[src/rtl/clock_chime.sv]
module clock_chime #(
  parameter int DIV_BITS = 10
) (
  input  logic       clk,
  input  logic       rst_n,
  input  logic       hour_set,
  input  logic       min_set,
  output logic [3:0] hr_t,
  output logic [3:0] hr_u,
  output logic [3:0] min_t,
  output logic [3:0] min_u,
  output logic [3:0] sec_t,
  output logic [3:0] sec_u,
  output logic       buzz
);
  localparam logic [1:0] TONE_OFF  = 2'd0;
  localparam logic [1:0] TONE_LOW  = 2'd1;
  localparam logic [1:0] TONE_HIGH = 2'd2;

  logic [DIV_BITS-1:0] div;
  logic [1:0] tone_sel;
  logic tick, sec_wrap, min_inc, min_wrap, hr_inc, min59, sec_top;
  logic [1:0] tone_nxt;

  assign tick     = &div;
  assign sec_wrap = tick && sec_t == 4'd5 && sec_u == 4'd9;
  assign min59    = min_t == 4'd5 && min_u == 4'd9;
  assign min_inc  = min_set ? tick : sec_wrap;
  assign min_wrap = min_inc && min59 && !min_set;
  assign hr_inc   = hour_set ? tick : min_wrap;
  assign sec_top  = min59 && sec_t == 4'd5;

  always_ff @(posedge clk or negedge rst_n)
    if (!rst_n) div <= '0;
    else        div <= div + 1'b1;

  always_ff @(posedge clk or negedge rst_n)
    if (!rst_n) begin
      sec_t <= '0; sec_u <= '0;
    end else if (tick) begin
      if (sec_u == 4'd9) begin
        sec_u <= '0;
        sec_t <= (sec_t == 4'd5) ? 4'd0 : sec_t + 4'd1;
      end else sec_u <= sec_u + 4'd1;
    end

  always_ff @(posedge clk or negedge rst_n)
    if (!rst_n) begin
      min_t <= '0; min_u <= '0;
    end else if (min_inc) begin
      if (min_u == 4'd9) begin
        min_u <= '0;
        min_t <= (min_t == 4'd5) ? 4'd0 : min_t + 4'd1;
      end else min_u <= min_u + 4'd1;
    end

  always_ff @(posedge clk or negedge rst_n)
    if (!rst_n) begin
      hr_t <= '0; hr_u <= '0;
    end else if (hr_inc) begin
      if (hr_t == 4'd2 && hr_u == 4'd3) begin
        hr_t <= '0; hr_u <= '0;
      end else if (hr_u == 4'd9) begin
        hr_u <= '0; hr_t <= hr_t + 4'd1;
      end else hr_u <= hr_u + 4'd1;
    end

  always_comb begin
    tone_nxt = TONE_OFF;
    if (sec_top && sec_u == 4'd9)                 tone_nxt = TONE_HIGH;
    else if (sec_top && sec_u[0] && sec_u != 4'd9) tone_nxt = TONE_LOW;
  end

  always_ff @(posedge clk or negedge rst_n)
    if (!rst_n) tone_sel <= TONE_OFF;
    else        tone_sel <= tone_nxt;

  assign buzz = (tone_sel == TONE_LOW  && div[0]) ||
                (tone_sel == TONE_HIGH && clk);
endmodule

[config.mk]
export PLATFORM = sky130hd
export DESIGN_NAME = clock_chime
export DESIGN_NICKNAME = d
export VERILOG_FILES = /design/src/rtl/clock_chime.sv
export SDC_FILE = /design/constraint.sdc
export NUM_CORES = 1
export LEC_CHECK = 0
export BUFFER_PORTS_ARGS = -buffer_cell sky130_fd_sc_hd__buf_2
export CORE_MARGIN = 3
export CORE_UTILIZATION = 38
export DETAILED_ROUTE_END_ITERATION = 8
export SKIP_CTS_REPAIR_TIMING = 1
export SLEW_MARGIN = 20
export SYNTH_ARGS = -nofsm -noshare
export SYNTH_HDL_FRONTEND = slang
export SYNTH_SLANG_ARGS = --single-unit
[constraint.sdc]
create_clock -name clk -period 4.5 [get_ports clk]
set_clock_uncertainty 0.15 [all_clocks]
set_input_delay 0.225 -clock clk [delete_from_list [all_inputs] [get_ports clk]]
set_output_delay 0.225 -clock clk [all_outputs]
set_load 0.01 [all_outputs]
==> summary.md <==
| Metric | Value |
|---|---|
| Run status | `finished, final reports clean` |
| Synth top area share | `0.5063` |
| Top cells by area in the synthesized netlist | `dfrtp_1, xnor2_1, ha_1` |
| Multiplexer fraction of the synthesized cell area | `0.02532` |
| Reg-to-reg slack, setup | `2250 ps` |
| Arrival time worst endpoint | `2740 ps` |
| Clock latency of the later-clocked register in the worst-skew pair | `390 ps` |
| Total count of hold-check failures in the final report | `0` |
| Port buffer count | `28` |
| Start of the worst register-to-register path | `div[0]` |
| Total overflow reported by the global router | `0` |
| Count of routing violations after the opening detailed-route iteration | `41` |
| Synth Net Count | `169` |
| Register-to-Register Path Depth | `6` |
| Global-route wire length before repair | `6.037 mm` |
| CP Max Fanout | `2` |
| Number of placed I/O pins | `29` |
| Power share of the sequential group | `0.457` |
| Row Count | `24` |
| Number of storage elements in the synthesis netlist | `36` |
| Finish-stage setup viols | `0` |
| Leak Pwr | `1.093 nW` |
| Critical Path Source | `clk` |
| Fraction of layout cells with a size suffix above 1 | `0.2513` |
| Type of the worst min-delay path | `input port to flip-flop` |
| Routed wire per std cell | `14.09 um` |
| Biggest area consumer among synthesized cells | `dfrtp_1` |
| Number of warnings printed during yosys synthesis | `0` |
| Fraction of registers with async set or reset after synthesis | `1.000` |
| Mean cell area of the mapped netlist | `11.12 um^2` |
| RSZ-0062 raised after global routing | `no` |
| Area fraction in and, or, nand and nor cells after synthesis | `0.2236` |
| Area inside the core boundary | `0.004444 mm^2` |
| DRC violation count after routing | `0` |
| Net switching share of the total power | `0.1866` |
| Combinational share of power | `0.021` |
| End-of-flow core utilization | `0.4854` |
| Detailed-route via count | `1312` |
| Number of flops mapped to enable cells by yosys | `0` |
| Via count of the first global-routing pass | `1341` |
| Post-route total power | `0.0007148 W` |
| Setup tns final | `0 ps` |
| Part of the total power dissipated in the clock network | `0.522` |
| Aggregate global-route resource usage | `0.1443` |
| Leading register cell type out of synthesis | `dfrtp_1` |
| Post-synthesis instance area | `0.001779 mm^2` |
| Power Density | `331.4 mW/mm^2` |
| Proportion of synthesized chip area in sequential cells | `0.5063` |
| Placed instance count | `239` |
| Die outline width | `74.43 um` |
| Total of max-cap violations | `0` |
| Layout Area Growth over Synthesis | `21.24%` |
| WP data required | `4120 ps` |
| Clock-pin transition on the worst setup and hold timing paths | `70 ps` |
| R2r endpoint | `min_u[3]` |
| Post-synthesis share of cell area spent on full adders, half adders and majority gates | `0.03516` |
| Worst-case vdd ir drop | `0.1576 mV` |
| Total die area | `0.005539 mm^2` |
| Final slew viol count | `0` |
| Measured slew at the worst slew-check pin | `802.0 ps` |
| Combinational family with the most area after synthesis | `simple AND/OR/NAND/NOR gates` |
| Worst hold-check slack | `74.32 ps` |
| Final HPWL from detailed placement | `2.597 mm` |
| Relative slew slack | `0.4653` |
| Xor/xnor share of the synthesized area | `0.08861` |
| Number of instances in the synthesized netlist | `160` |
| Antenna violations before repair | `0` |
| Initial Utilization | `0.4003` |
| Antenna-violating nets left | `0` |
| CP Class | `clock port to output pin` |
| Total wire length after detailed routing | `3.536 mm` |
| Antenna Diode Count | `0` |
| Routability congestion estimate from global placement | `0.8066` |
| DRT Pass-1 Iters | `4` |
| Number of library cell types mapped by synthesis | `42` |
| Number of nets in the final layout | `207` |
| CTS tree | `yes` |
| P_sw | `0.0001334 W` |
| Die height | `74.43 um` |
| Average via count per standard cell | `5.227` |
| Share of the synthesized area in compound gates (AO/OA/AOI/OAI) | `0.09916` |
| Maximum number of pins on one net before global-route repair | `37` |
| Kind of end point of the critical path | `output pin` |
| Critical path launch point type | `clock port` |
| Timing endpoint of the critical path | `buzz` |
| Layout Cells excl Fill | `251` |
| Internal | `0.0005814 W` |
-- stage by stage --
step | instance area [um^2] | setup slack (ps)
floorplan | 1779 | 1732
global placement | 1979 | 1650
detailed placement | 1979 | 1650
CTS | 2147 | 1368
global route | 2157 | 1355
finish | 2157 | 1386
-- area by class of cell --
cell class	instances	area [um^2]
clock buffer	11	142.6
clock inverter	1	30.03
fill	410	2287
inverter	9	33.78
multi-input combinational	114	839.6
sequential	36	900.9
tap	52	65.06
timing repair buffer	28	145.1
-- registers in the layout, summed over array words and instances (netlist names) --
signal / cells
div: 10
hr_t: 4
hr_u: 4
min_t: 4
min_u: 4
sec_t: 4
sec_u: 4
tone_sel: 2
-- cells in the final DEF (no fill, tap or decap), types with 2 or more instances in the layout --
master,Yosys,final
dfrtp_1,36,36
buf_2,1,28
xnor2_1,11,11
nor2_1,11,11
nand3_1,10,10
nand2_1,10,10
clkbuf_8,0,10
inv_1,9,9
o21ai_0,8,8
xor2_1,7,7
nand3b_1,6,6
ha_1,5,5
a21oi_1,4,4
nand2b_1,4,4
o31ai_1,4,4
nand4_1,3,3
nor3b_1,2,2
mux2_2,2,2
mux2_1,2,2
a22o_1,2,2
-- metal layers --
metal	GRT usage	wire length (um)	vias up
met3	0.06622	195	6
met2	0.2439	1733	25
met1	0.1580	1554	639
met5	0	0	-
li1	-	-	642
met4	0.05534	53	0
-- worst min-delay path by stage --
| stage | from | endpoint | slack [ps] | cells after the start |
|---|---|---|---|---|
| after floorplan | rst_n | div[0] | -220 | 0 |
| after global placement | rst_n | hr_t[3] | 210 | 1 |
| after detailed placement | rst_n | hr_t[2] | 220 | 1 |
| after CTS | rst_n | div[9] | -200 | 1 |
| after global routing | hour_set | hr_u[0] | 80 | 3 |
| final | min_set | min_u[0] | 70 | 4 |
-- cells by family after synthesis --
kind of cell / after synthesis
flops: 36
compound gates: 26
fa+ha+maj: 5
simple gates: 61
xor+xnor: 18
buf+inv: 10
mux: 4
-- cells in the mapped netlist, drive strengths merged (2+ instances only) --
master  number
nor3         2
a21oi        4
nor4         3
a22o         2
ha           5
and4bb       2
o21ai        9
nor2        11
mux2         4
xnor2       11
nand2b       4
dfrtp       36
inv          9
nand3b       6
nand4        4
nor3b        2
xor2         7
o31ai        4
nand2       10
nand3       10
-- power by group through the flow --
stage | registers [W] | clock network (W) | logic, W
floorplan | 0.000333 | 0.0000000705 | 0.00000431
global placement | 0.000333 | 0.0000000705 | 0.0000150
detailed placement | 0.000333 | 0.0000000705 | 0.0000153
CTS | 0.000326 | 0.000385 | 0.0000153
global route | 0.000327 | 0.000400 | 0.0000179
finish | 0.000327 | 0.000373 | 0.0000153
-- critical path: stages --
cell and delay [ps]:
clkbuf_8 110, clkbuf_8 120, nand3b_1 70, nand2_1 60, buf_2 140
Power figures use the tool's default switching activity.
